--- src/rtl/calib_pkg.sv ---
package calib_pkg;

    localparam int MAXW = 8;
    localparam int RW   = MAXW + 1;

    typedef enum logic [3:0] {
        S_IDLE,
        S_REW_STEP,
        S_REW_WAIT,
        S_SWP_READ,
        S_SWP_STEP,
        S_SWP_WAIT,
        S_CLASSIFY,
        S_CTR_STEP,
        S_CTR_WAIT,
        S_FIN_READ,
        S_PUBLISH
    } cal_state_e;

    typedef struct packed {
        logic            none;
        logic            multi;
        logic [RW-1:0]   size;
        logic [MAXW-1:0] centre;
    } win_res_t;

    function automatic logic [RW-1:0] mod_n(input logic [RW-1:0] v, input int n);
        return (v >= RW'(n)) ? v - RW'(n) : v;
    endfunction

endpackage

--- src/rtl/calib_phase_count.sv ---
module calib_phase_count #(
    parameter int N  = 8,
    parameter int PW = 3
) (
    input  logic          clk,
    input  logic          rst,
    input  logic          step_i,
    output logic [PW-1:0] phase_o
);
    localparam logic [PW-1:0] LAST = PW'(N - 1);

    always_ff @(posedge clk) begin
        if (rst)
            phase_o <= '0;
        else if (step_i)
            phase_o <= (phase_o == LAST) ? '0 : phase_o + 1'b1;
    end
endmodule

--- src/rtl/calib_pass_map.sv ---
module calib_pass_map #(
    parameter int N  = 8,
    parameter int PW = 3
) (
    input  logic          clk,
    input  logic          rst,
    input  logic          wr_i,
    input  logic [PW-1:0] idx_i,
    input  logic          pass_i,
    output logic [N-1:0]  map_o
);
    always_ff @(posedge clk) begin
        if (rst)
            map_o <= '0;
        else if (wr_i)
            map_o[idx_i] <= pass_i;
    end
endmodule

--- src/rtl/calib_window_finder.sv ---
module calib_window_finder
    import calib_pkg::*;
#(
    parameter int N    = 8,
    parameter bit WRAP = 1'b1
) (
    input  logic [N-1:0] map_i,
    output win_res_t     res_o
);
    logic [N-1:0]    rise;
    logic [RW-1:0]   n_pass;
    logic [RW-1:0]   n_rise;
    logic [MAXW-1:0] first;
    logic            found;
    logic [RW-1:0]   mid;

    // position 0 has a left neighbour only when the sweep is circular
    generate
        if (WRAP) begin : g_circ
            assign rise[0] = map_i[0] & ~map_i[N-1];
        end else begin : g_line
            assign rise[0] = map_i[0];
        end
        for (genvar i = 1; i < N; i++) begin : g_rise
            assign rise[i] = map_i[i] & ~map_i[i-1];
        end
    endgenerate

    always_comb begin
        n_pass = '0;
        n_rise = '0;
        first  = '0;
        found  = 1'b0;
        for (int i = 0; i < N; i++) begin
            n_pass = n_pass + {{(RW-1){1'b0}}, map_i[i]};
            n_rise = n_rise + {{(RW-1){1'b0}}, rise[i]};
            if (rise[i] && !found) begin
                first = MAXW'(i);
                found = 1'b1;
            end
        end
        // an all-pass circular profile has no rising edge: start stays 0
        mid = mod_n({1'b0, first} + {1'b0, n_pass[RW-1:1]}, N);
        res_o.none   = (n_pass == '0);
        res_o.multi  = (n_rise > RW'(1));
        res_o.size   = n_pass;
        res_o.centre = mid[MAXW-1:0];
    end
endmodule

--- src/rtl/phase_sweep_cal.sv ---
module phase_sweep_cal
    import calib_pkg::*;
#(
    parameter int STEPS_PER_CYCLE = 8,
    parameter bit TWO_CYCLE       = 1'b0,
    parameter int LAT_W           = 4,
    localparam int N  = STEPS_PER_CYCLE * (TWO_CYCLE ? 2 : 1),
    localparam int PW = (N > 1) ? $clog2(N) : 1,
    localparam int SW = $clog2(N + 1)
) (
    input  logic             clk,
    input  logic             rst,
    input  logic             start_i,
    output logic             step_o,
    input  logic             step_ack_i,
    output logic             rd_req_o,
    input  logic             rd_done_i,
    input  logic             rd_pass_i,
    input  logic [LAT_W-1:0] rd_lat_i,
    output logic             done_o,
    output logic [PW-1:0]    centre_o,
    output logic [SW-1:0]    win_size_o,
    output logic [LAT_W-1:0] rd_lat_o,
    output logic             err_none_o,
    output logic             err_multi_o
);
    localparam logic [PW-1:0] LAST = PW'(N - 1);

    cal_state_e       st_q, st_d;
    logic [PW-1:0]    phase;
    logic [N-1:0]     map;
    logic             map_wr;
    win_res_t         res_now, res_q;
    logic [LAT_W-1:0] lat_q;
    logic [PW-1:0]    centre_ph;
    logic             res_bad;

    assign step_o    = (st_q == S_REW_STEP) || (st_q == S_SWP_STEP) || (st_q == S_CTR_STEP);
    assign rd_req_o  = (st_q == S_SWP_READ) || (st_q == S_FIN_READ);
    assign map_wr    = (st_q == S_SWP_READ) && rd_done_i;
    assign centre_ph = res_q.centre[PW-1:0];
    assign res_bad   = res_q.none || res_q.multi;

    calib_phase_count #(.N(N), .PW(PW)) u_phase (
        .clk     (clk),
        .rst     (rst),
        .step_i  (step_o),
        .phase_o (phase)
    );

    calib_pass_map #(.N(N), .PW(PW)) u_map (
        .clk    (clk),
        .rst    (rst),
        .wr_i   (map_wr),
        .idx_i  (phase),
        .pass_i (rd_pass_i),
        .map_o  (map)
    );

    calib_window_finder #(.N(N), .WRAP(!TWO_CYCLE)) u_finder (
        .map_i (map),
        .res_o (res_now)
    );

    always_comb begin
        st_d = st_q;
        unique case (st_q)
            S_IDLE:     if (start_i) st_d = (phase != '0) ? S_REW_STEP : S_SWP_READ;
            S_REW_STEP: st_d = S_REW_WAIT;
            S_REW_WAIT: if (step_ack_i) st_d = (phase == '0) ? S_SWP_READ : S_REW_STEP;
            S_SWP_READ: if (rd_done_i) st_d = (phase == LAST) ? S_CLASSIFY : S_SWP_STEP;
            S_SWP_STEP: st_d = S_SWP_WAIT;
            S_SWP_WAIT: if (step_ack_i) st_d = S_SWP_READ;
            S_CLASSIFY: begin
                if (res_now.none || res_now.multi)
                    st_d = S_PUBLISH;
                else if (phase == res_now.centre[PW-1:0])
                    st_d = S_FIN_READ;
                else
                    st_d = S_CTR_STEP;
            end
            S_CTR_STEP: st_d = S_CTR_WAIT;
            S_CTR_WAIT: if (step_ack_i) st_d = (phase == centre_ph) ? S_FIN_READ : S_CTR_STEP;
            S_FIN_READ: if (rd_done_i) st_d = S_PUBLISH;
            S_PUBLISH:  st_d = S_IDLE;
            default:    st_d = S_IDLE;
        endcase
    end

    always_ff @(posedge clk) begin
        if (rst) begin
            st_q        <= S_IDLE;
            res_q       <= '0;
            lat_q       <= '0;
            done_o      <= 1'b0;
            centre_o    <= '0;
            win_size_o  <= '0;
            rd_lat_o    <= '0;
            err_none_o  <= 1'b0;
            err_multi_o <= 1'b0;
        end else begin
            st_q   <= st_d;
            done_o <= 1'b0;
            if (st_q == S_IDLE && start_i) begin
                res_q       <= '0;
                lat_q       <= '0;
                centre_o    <= '0;
                win_size_o  <= '0;
                rd_lat_o    <= '0;
                err_none_o  <= 1'b0;
                err_multi_o <= 1'b0;
            end
            if (st_q == S_CLASSIFY)
                res_q <= res_now;
            if (st_q == S_FIN_READ && rd_done_i)
                lat_q <= rd_lat_i;
            if (st_q == S_PUBLISH) begin
                done_o      <= 1'b1;
                err_none_o  <= res_q.none;
                err_multi_o <= res_q.multi;
                win_size_o  <= res_bad ? '0 : res_q.size[SW-1:0];
                centre_o    <= res_bad ? '0 : centre_ph;
                rd_lat_o    <= res_bad ? '0 : lat_q;
            end
        end
    end
endmodule

--- config.mk ---
export PLATFORM = sky130hd
export DESIGN_NAME = phase_sweep_cal
export DESIGN_NICKNAME = d
export VERILOG_FILES = /design/src/rtl/calib_pkg.sv /design/src/rtl/calib_phase_count.sv /design/src/rtl/calib_pass_map.sv /design/src/rtl/calib_window_finder.sv /design/src/rtl/phase_sweep_cal.sv
export SDC_FILE = /design/constraint.sdc
export NUM_CORES = 1
export LEC_CHECK = 0
export ABC_AREA = 1
export BUFFER_PORTS_ARGS = -buffer_cell sky130_fd_sc_hd__clkbuf_2
export CAP_MARGIN = 10
export CELL_PAD_IN_SITES_DETAIL_PLACEMENT = 0
export CELL_PAD_IN_SITES_GLOBAL_PLACEMENT = 2
export CORE_MARGIN = 10
export CORE_UTILIZATION = 38
export CTS_BUF_LIST = sky130_fd_sc_hd__clkbuf_8
export DETAILED_ROUTE_END_ITERATION = 6
export GPL_TIMING_DRIVEN = 0
export HOLD_SLACK_MARGIN = 0.1
export PLACE_DENSITY_LB_ADDON = 0.1
export SLEW_MARGIN = 20
export SYNTH_ARGS = -nofsm -noshare
export SYNTH_HDL_FRONTEND = slang
export SYNTH_SLANG_ARGS = --single-unit
export TNS_END_PERCENT = 5
--- constraint.sdc ---
create_clock -name clk -period 10.4 [get_ports clk]
set_clock_uncertainty 0.2 [all_clocks]
set_input_delay 0.52 -clock clk [delete_from_list [all_inputs] [get_ports clk]]
set_output_delay 0.52 -clock clk [all_outputs]
set_load 0.005 [all_outputs]
==> metrics.txt, run 1 <==
# TYPE chip_impl_metric gauge
chip_impl_info{name="root_buffer",value="sky130_fd_sc_hd__clkbuf_8"} 1
chip_impl_metric{name="cts.htree.levels",unit=""} 2
chip_impl_info{name="outcome",value="finished, final reports clean"} 1
chip_impl_metric{name="synth-seq-area-share",unit="%"} 32.18
chip_impl_metric{name="total_number_of_vias",unit=""} 2298
chip_impl_metric{name="coreArea",unit="mm2"} 0.006719
chip_impl_metric{name="maxSlewViolCount",unit=""} 0
chip_impl_info{name="post-synth-top-area-cell",value="sky130_fd_sc_hd__dfxtp_1"} 1
chip_impl_metric{name="final_nets",unit=""} 422
chip_impl_metric{name="clockBufferDepth",unit=""} 2
chip_impl_info{name="critical_path.top_delay_family",value="adder cells"} 1
chip_impl_metric{name="timing.critical_path.required",unit="ns"} 10.45
chip_impl_metric{name="final.period_utilization",unit="%"} 43.44
chip_impl_info{name="setup_repair_after_global_routing_missed_its_margin",value="no"} 1
chip_impl_metric{name="finalWirelength",unit="mm"} 6.429
chip_impl_metric{name="drt_first_pass_iters",unit=""} 4
chip_impl_metric{name="die_area",unit="mm2"} 0.01059
chip_impl_metric{name="gpl.final_weighted_congestion",unit=""} 0.8021
chip_impl_metric{name="synth_warnings",unit=""} 0
chip_impl_metric{name="ys_ff_latch",unit=""} 42
chip_impl_metric{name="postLayoutCoreUtil",unit="%"} 43.72
chip_impl_metric{name="floorplan.die.width",unit="um"} 102.9
chip_impl_metric{name="maxSlewHeadroom",unit="%"} 52.90
chip_impl_metric{name="net_count_after_synthesis",unit=""} 392
chip_impl_metric{name="cts.sinks",unit=""} 42
chip_impl_metric{name="clock_insertion_delay_worst_skew",unit="ns"} 0.31
chip_impl_info{name="mostFrequentLayoutCells",value="sky130_fd_sc_hd__nand2_1 (93), sky130_fd_sc_hd__inv_1 (42), sky130_fd_sc_hd__dfxtp_1 (42), sky130_fd_sc_hd__a21oi_1 (38), sky130_fd_sc_hd__clkbuf_2 (24)"} 1
chip_impl_info{name="crit_chain",value="inv_1 -> ha_1 -> fa_1 -> fa_1 -> inv_1 -> fa_1 -> fa_1 -> xor2_1 -> inv_1 -> fa_1 -> xnor2_1 -> a21oi_1 -> nand3_2 -> nand2_1 -> nand2_1 -> nand2_1 -> nand2_1 -> a21oi_2"} 1
chip_impl_metric{name="grt_antenna_before_repair",unit=""} 0
chip_impl_metric{name="num_cts_buffers",unit=""} 5
chip_impl_metric{name="overflow",unit=""} 0
chip_impl_metric{name="vias_per_cell",unit=""} 4.879
chip_impl_info{name="hold_path_class",value="input port to register"} 1
chip_impl_metric{name="route.detailed.wl_per_inst",unit="um"} 13.65
chip_impl_metric{name="post_cts.repair.setup_buffers",unit=""} 0
chip_impl_info{name="start_kind",value="register"} 1
chip_impl_metric{name="port_buffers",unit=""} 23
chip_impl_info{name="largest_cells_by_area_after_synthesis",value="sky130_fd_sc_hd__dfxtp_1 (32%), sky130_fd_sc_hd__nand2_1 (13%), sky130_fd_sc_hd__a21oi_1 (7.3%)"} 1
chip_impl_metric{name="drcViolationCount",unit=""} 0
chip_impl_info{name="cpMaxStageDelayCell",value="sky130_fd_sc_hd__fa_1"} 1
chip_impl_metric{name="layoutNonFillerInstCount",unit=""} 471
chip_impl_metric{name="power_density",unit="mW/mm2"} 148.8
chip_impl_metric{name="synthesis.instances",unit=""} 360
chip_impl_metric{name="first_global_vias",unit=""} 2261
chip_impl_metric{name="netlist-cell-type-count",unit=""} 39
chip_impl_metric{name="yosys.area.top_type_share",unit="%"} 32.18
chip_impl_metric{name="grt_first_pass_wirelength",unit="mm"} 10.68
chip_impl_info{name="clock_tree_from_tritoncts",value="built"} 1
chip_impl_metric{name="detailedRoute.firstIterationViolations",unit=""} 45
chip_impl_metric{name="number_of_cells_upsized_or_downsized_after_cts",unit=""} 0
chip_impl_metric{name="setup_tns",unit="ns"} 0
chip_impl_info{name="critical_path.endpoint_type",value="register"} 1
chip_impl_metric{name="tightest_slew",unit="ns"} 0.7000
chip_impl_metric{name="detailedPlacementHpwl",unit="mm"} 5.162
chip_impl_metric{name="vdd_drop_max",unit="mV"} 0.04673
chip_impl_info{name="timing_worst_setup_path_type",value="register to register"} 1
chip_impl_info{name="synth_flop_cell",value="sky130_fd_sc_hd__dfxtp_1"} 1
chip_impl_metric{name="timing.final.setup_violations",unit=""} 0
chip_impl_metric{name="finalHoldViolations",unit=""} 0
chip_impl_metric{name="power_leakage",unit="nW"} 1.248
chip_impl_metric{name="synth-async-reset-ratio",unit="%"} 0
chip_impl_metric{name="dp_cells",unit=""} 463
chip_impl_metric{name="syn-cell-area",unit="mm2"} 0.002613
chip_impl_metric{name="cts_hold_buf",unit=""} 0
chip_impl_metric{name="area.growth.synth_to_final",unit="%"} 12.45
chip_impl_metric{name="maxCapViolCount",unit=""} 0
chip_impl_metric{name="grt_start_max_net_pins",unit=""} 14
chip_impl_info{name="most_common_cell_after_layout_fill_and_taps_aside",value="sky130_fd_sc_hd__nand2_1"} 1
chip_impl_metric{name="critPathArrivalTime",unit="ns"} 4.57
chip_impl_metric{name="final_antenna_net_count",unit=""} 0
chip_impl_metric{name="start_util",unit="%"} 38.88
chip_impl_info{name="cell_mode_on_critical_path",value="sky130_fd_sc_hd__fa_1"} 1
chip_impl_metric{name="fp-row-count",unit=""} 30
chip_impl_metric{name="grt_usage",unit="%"} 12.76
chip_impl_metric{name="post_route_cells_drive_above_1_share",unit="%"} 18.41
chip_impl_metric{name="final_period_minus_worst_setup_slack",unit="ns"} 4.518
chip_impl_metric{name="floorplan.io_pins",unit=""} 26
chip_impl_metric{name="timing.critical_path.fanout_max",unit=""} 3
chip_impl_metric{name="fmax",unit="GHz"} 0.2213
chip_impl_metric{name="synth_edf_count",unit=""} 0
chip_impl_metric{name="dieHeight",unit="um"} 102.9
chip_impl_metric{name="post_synth.cell_area_avg",unit="um2"} 7.257
chip_impl_metric{name="critPathMaxStageDelay",unit="ns"} 0.52
chip_impl_metric{name="worst_setup_hold_path_clk_slew",unit="ns"} 0.09
chip_impl_metric{name="cp_bufs_invs",unit=""} 3
chip_impl_metric{name="antenna-diode-count",unit=""} 0
registers in the layout (all words and copies together), names as in the netlist, 4 cells and up:
signal and flops:
rd_lat_o 4, st_q 4, lat_q 4, res_q 6, u_map.map_o 8, win_size_o 4
path summary, 6_finish.rpt:
check / startpoint / to / slack (ns) / cells past startpoint
worst max-delay path: u_map.map_o[0] / st_q[3] / 5.88 / 18
worst min-delay path: rd_lat_i[3] / lat_q[3] / 0.24 / 3
worst min register to register: res_q[10] / win_size_o[2] / 0.26 / 2
worst max register to register: u_map.map_o[0] / st_q[3] / 5.88 / 18
cells in the mapped netlist, types with 2 or more instances:
cell,instances
sky130_fd_sc_hd__a21oi_1,38
sky130_fd_sc_hd__a21oi_2,3
sky130_fd_sc_hd__buf_2,2
sky130_fd_sc_hd__buf_6,2
sky130_fd_sc_hd__clkbuf_1,4
sky130_fd_sc_hd__dfxtp_1,42
sky130_fd_sc_hd__fa_1,9
sky130_fd_sc_hd__ha_1,13
sky130_fd_sc_hd__inv_1,41
sky130_fd_sc_hd__inv_2,11
sky130_fd_sc_hd__nand2_1,93
sky130_fd_sc_hd__nand2_2,3
sky130_fd_sc_hd__nand3_1,15
sky130_fd_sc_hd__nand3_2,3
sky130_fd_sc_hd__nand4_1,3
sky130_fd_sc_hd__nor2_1,23
sky130_fd_sc_hd__nor2_2,4
sky130_fd_sc_hd__nor2_4,6
sky130_fd_sc_hd__nor3_1,10
sky130_fd_sc_hd__o21ai_0,10
sky130_fd_sc_hd__o21ai_1,2
sky130_fd_sc_hd__or2_2,2
sky130_fd_sc_hd__xnor2_1,3
sky130_fd_sc_hd__xor2_1,3
kinds of logic (layout without fill, tap and decap cells):
group / count (synthesis) / in the layout / synth area share [%]
AO/OA/AOI/OAI: 59 / 59 / 12.36
flip-flops: 42 / 42 / 32.18
XOR/XNOR: 6 / 6 / 2.012
adder cells (fa/ha/maj): 22 / 22 / 13.12
buffers and inverters: 64 / 95 / 10.25
AND/OR/NAND/NOR: 167 / 167 / 30.08
layout make-up:
cell class                 instances  area (um2)
buffer                            11       68.82
clock buffer                       5       68.82
clock inverter                     3       41.29
fill                             731        3781
inverter                          53       198.9
multi-input combinational        254        1504
sequential                        42       840.8
tap                               80       100.1
timing repair buffer              23       115.1
worst min-delay path: cells and delay by family:
family          cells  cell delay [ns]
compound gates      1             0.05
simple gates        1             0.05
buf+inv             1             0.08
per-layer routing:
metal,track usage [%],routed length [um],vias up
li1,-,-,1203
met2,21.40,3098,34
met3,2.815,225,9
met4,3.529,78,0
met5,0,0,-
met1,16.01,3026,1052
metrics by stage:
stage | hold WS (ns) | area, um2 | worst slack (ns) | power [W]
detailed placement | 0.2535 | 2828 | 5.849 | 0.0003083
finish | 0.2421 | 2938 | 5.882 | 0.0004373
CTS | 0.2425 | 2938 | 5.839 | 0.0004430
floorplan | 0.2389 | 2613 | 6.247 | 0.0002762
global route | 0.2468 | 2938 | 5.603 | 0.0004663
global placement | 0.2482 | 2828 | 5.872 | 0.0003097
power by group:
part	internal, W	total [W]	switching, W
clock	0.0000708	0.000134	0.0000629
combinational	0.0000421	0.000125	0.0000826
sequential	0.000167	0.000179	0.0000113
No activity file was read; power rests on OpenSTA's default activity.
==> inputs of run 2 (changes only) <==
--- a/config.mk
+++ b/config.mk
@@ -11,7 +11,7 @@
 export CELL_PAD_IN_SITES_DETAIL_PLACEMENT = 0
 export CELL_PAD_IN_SITES_GLOBAL_PLACEMENT = 2
 export CORE_MARGIN = 10
-export CORE_UTILIZATION = 38
+export CORE_UTILIZATION = 35
 export CTS_BUF_LIST = sky130_fd_sc_hd__clkbuf_8
 export DETAILED_ROUTE_END_ITERATION = 6
 export GPL_TIMING_DRIVEN = 0
==> constraint.sdc (replaced) <==
create_clock -name clk -period 4.2 [get_ports clk]
set_clock_uncertainty 0.2 [all_clocks]
set_input_delay 0.21 -clock clk [delete_from_list [all_inputs] [get_ports clk]]
set_output_delay 0.21 -clock clk [all_outputs]
set_load 0.005 [all_outputs]
==> run 2 against run 1 <==
- global-route usage shrank 0.68 points
- final cell count grew 6.2%
- sequential power grew 150%
- critical endpoint unchanged
- highest routed layer unchanged
==> metrics.txt, run 2 (synthesis gave the netlist of run 1 again) <==
# TYPE chip_impl_metric gauge
chip_impl_info{name="outcome",value="finished, final reports clean"} 1
chip_impl_metric{name="finalWirelength",unit="mm"} 6.607
chip_impl_metric{name="floorplan.die.width",unit="um"} 106.4
chip_impl_info{name="cell_mode_on_critical_path",value="sky130_fd_sc_hd__nand2_1"} 1
chip_impl_info{name="register_with_the_most_flip_flops",value="u_map.map_o"} 1
chip_impl_info{name="cpMaxStageDelayCell",value="sky130_fd_sc_hd__fa_2"} 1
chip_impl_metric{name="grt_start_max_net_pins",unit=""} 15
chip_impl_metric{name="total_number_of_vias",unit=""} 2269
chip_impl_metric{name="maxSlewViolCount",unit=""} 0
chip_impl_metric{name="fillCellCount",unit=""} 805
chip_impl_info{name="worstSetupStartpoint",value="u_map.map_o[0]"} 1
chip_impl_metric{name="floorplan.io_pins",unit=""} 26
chip_impl_metric{name="maxSlewHeadroom",unit="%"} 53.14
chip_impl_metric{name="finalHoldViolations",unit=""} 0
chip_impl_metric{name="timing.reg2reg.setup_slack",unit="ns"} 0.008
chip_impl_metric{name="die_area",unit="mm2"} 0.01132
chip_impl_metric{name="critPathArrivalTime",unit="ns"} 4.23
chip_impl_metric{name="fp-row-count",unit=""} 31
chip_impl_metric{name="detailedRoute.firstIterationViolations",unit=""} 74
chip_impl_metric{name="ff_latch_area",unit="um2"} 845.8
chip_impl_metric{name="timing.critical_path.required",unit="ns"} 4.24
chip_impl_metric{name="tightest_slew",unit="ns"} 0.6964
chip_impl_metric{name="setup_tns",unit="ns"} 0
chip_impl_metric{name="area_of_the_multi_input_gates",unit="mm2"} 0.001549
chip_impl_metric{name="area.growth.synth_to_final",unit="%"} 17.96
chip_impl_metric{name="final_antenna_net_count",unit=""} 0
chip_impl_metric{name="first_global_vias",unit=""} 2297
chip_impl_info{name="reg.largest.list",value="u_map.map_o (8), res_q (6)"} 1
chip_impl_info{name="start_kind",value="register"} 1
chip_impl_metric{name="vdd_drop_max",unit="mV"} 0.1035
chip_impl_metric{name="worst_setup_hold_path_clk_slew",unit="ns"} 0.10
chip_impl_info{name="root_buffer",value="sky130_fd_sc_hd__clkbuf_8"} 1
chip_impl_info{name="critical_path.reg2reg.startpoint",value="u_map.map_o[0]"} 1
chip_impl_metric{name="clock_insertion_delay_worst_skew",unit="ns"} 0.31
chip_impl_metric{name="critPathMaxStageDelay",unit="ns"} 0.55
chip_impl_metric{name="timing.final.setup_violations",unit=""} 0
chip_impl_info{name="clock_tree_from_tritoncts",value="built"} 1
chip_impl_info{name="hold_path.startpoint",value="rd_pass_i"} 1
chip_impl_metric{name="grt_usage",unit="%"} 12.08
chip_impl_metric{name="fmax",unit="GHz"} 0.2385
chip_impl_metric{name="antenna-diode-count",unit=""} 0
chip_impl_metric{name="final.setup.worst_slack",unit="ns"} 0.007502
chip_impl_metric{name="drcViolationCount",unit=""} 0
chip_impl_metric{name="clockBufferDepth",unit=""} 2
chip_impl_metric{name="overflow",unit=""} 0
chip_impl_metric{name="cts.sinks",unit=""} 42
chip_impl_metric{name="maxCapViolCount",unit=""} 0
chip_impl_metric{name="drt_first_pass_iters",unit=""} 4
chip_impl_metric{name="grt_antenna_before_repair",unit=""} 0
chip_impl_metric{name="port_buffers",unit=""} 23
chip_impl_metric{name="gpl.final_weighted_congestion",unit=""} 0.8497
chip_impl_metric{name="design_area",unit="mm2"} 0.003082
chip_impl_metric{name="cts.htree.levels",unit=""} 2
chip_impl_metric{name="largest_register_ff_count",unit=""} 8
chip_impl_info{name="setup_repair_after_global_routing_missed_its_margin",value="yes"} 1
chip_impl_metric{name="coreArea",unit="mm2"} 0.007253
chip_impl_metric{name="route.detailed.wl_per_inst",unit="um"} 13.21
chip_impl_info{name="most_common_cell_after_layout_fill_and_taps_aside",value="sky130_fd_sc_hd__nand2_1"} 1
chip_impl_metric{name="num_cts_buffers",unit=""} 5
chip_impl_metric{name="post_route_cells_drive_above_1_share",unit="%"} 22.69
chip_impl_info{name="mostFrequentLayoutCells",value="sky130_fd_sc_hd__nand2_1 (91), sky130_fd_sc_hd__dfxtp_1 (40), sky130_fd_sc_hd__inv_1 (39), sky130_fd_sc_hd__a21oi_1 (36), sky130_fd_sc_hd__clkbuf_2 (24)"} 1
chip_impl_metric{name="start_util",unit="%"} 36.02
chip_impl_metric{name="placed_cell_area",unit="mm2"} 0.002851
chip_impl_metric{name="detailedPlacementHpwl",unit="mm"} 5.193
chip_impl_info{name="critical_path.endpoint_type",value="register"} 1
chip_impl_info{name="crit_chain",value="inv_2 -> ha_4 -> fa_1 -> fa_1 -> inv_1 -> fa_2 -> fa_2 -> ha_1 -> inv_1 -> fa_2 -> xnor2_1 -> a21oi_2 -> nand3_2 -> nand2_1 -> nand2_1 -> nand2_1 -> nand2_1 -> a21oi_2"} 1
chip_impl_metric{name="vias_per_cell",unit=""} 4.538
chip_impl_metric{name="final_nets",unit=""} 432
chip_impl_metric{name="timing.critical_path.fanout_max",unit=""} 2
chip_impl_metric{name="dieHeight",unit="um"} 106.4
chip_impl_metric{name="final_period_minus_worst_setup_slack",unit="ns"} 4.192
chip_impl_metric{name="power_density",unit="mW/mm2"} 339.5
chip_impl_info{name="hold_path_class",value="input port to register"} 1
chip_impl_metric{name="grt_first_pass_wirelength",unit="mm"} 11.16
chip_impl_metric{name="final.period_utilization",unit="%"} 99.82
chip_impl_metric{name="pre_cts_slack",unit="ns"} -0.3441
chip_impl_metric{name="power_leakage",unit="nW"} 1.282
chip_impl_info{name="timing_worst_setup_path_type",value="register to register"} 1
==> run 2: cell types whose count changed in the layout (fill, tap and decap cells not counted), sizes merged <==
cell,previous run,this run
buf,5,9
bufinv,1,0
clkinv,1,3
dlygate4sd3,0,6
inv,53,52
==> run 2: stage by stage <==
step	cells	power [W]	hold WS (ns)	util (%)
final	500	0.001046	0.1056	42.49
after global routing	500	0.001120	0.1347	42.49
after CTS	500	0.001054	0.1090	42.33
after detailed placement	482	0.0007644	0.2533	39.31
after global placement	482	0.0007692	0.2451	39.31
after floorplan	360	0.0006839	0.1574	-
==> run 2: where the power goes <==
group	total, W	switching, W	internal [W]
combinational	0.000324	0.000211	0.000113
sequential	0.000442	0.0000276	0.000415
clock	0.000280	0.000163	0.000117
total	0.00105	0.000402	0.000644
==> run 2: area by class of cell <==
cell class              count  area share, %
multi-input cells         254          50.26
clock buffers               5          2.233
well taps                  99          4.019
flip-flops and latches     42          27.45
repair buffers             33          6.659
clock inverters             3         0.6902
inverters                  53          6.456
plain buffers              11          2.233
==> run 2: layer usage <==
metal  vias up  wire length (um)  global-route usage (%)
li1       1214                 -                       -
met1      1021              3148                   14.93
met2        23              3149                   20.27
met3        11               177                   2.778
met4         0               132                   3.868
met5         -                 0                       0
==> run 2: timing repair <==
item / CTS / global route
gates cloned: 0 / 0
resized for setup: 11 / 4
hold buffers: 6 / 0
setup buffers: 4 / 0
endpoints found under the hold margin: 7 / 0
pin swaps: 5 / 5
endpoints found under the setup margin: 4 / 4
==> run 2: worst paths after layout <==
check                   endpoint  cells after the start
setup / recovery         st_q[3]                     18
hold / removal    u_map.map_o[1]                      3
setup reg to reg         st_q[3]                     18
hold reg to reg      err_multi_o                      2
==> run 2: critical path, delay by kind of cell, from the launching register on <==
kind            cells  cell delay, ns
simple gates        5            0.34
xor+xnor            1            0.08
buf+inv             3            0.15
flops               1            0.35
fa+ha+maj           7            2.76
compound gates      2            0.25
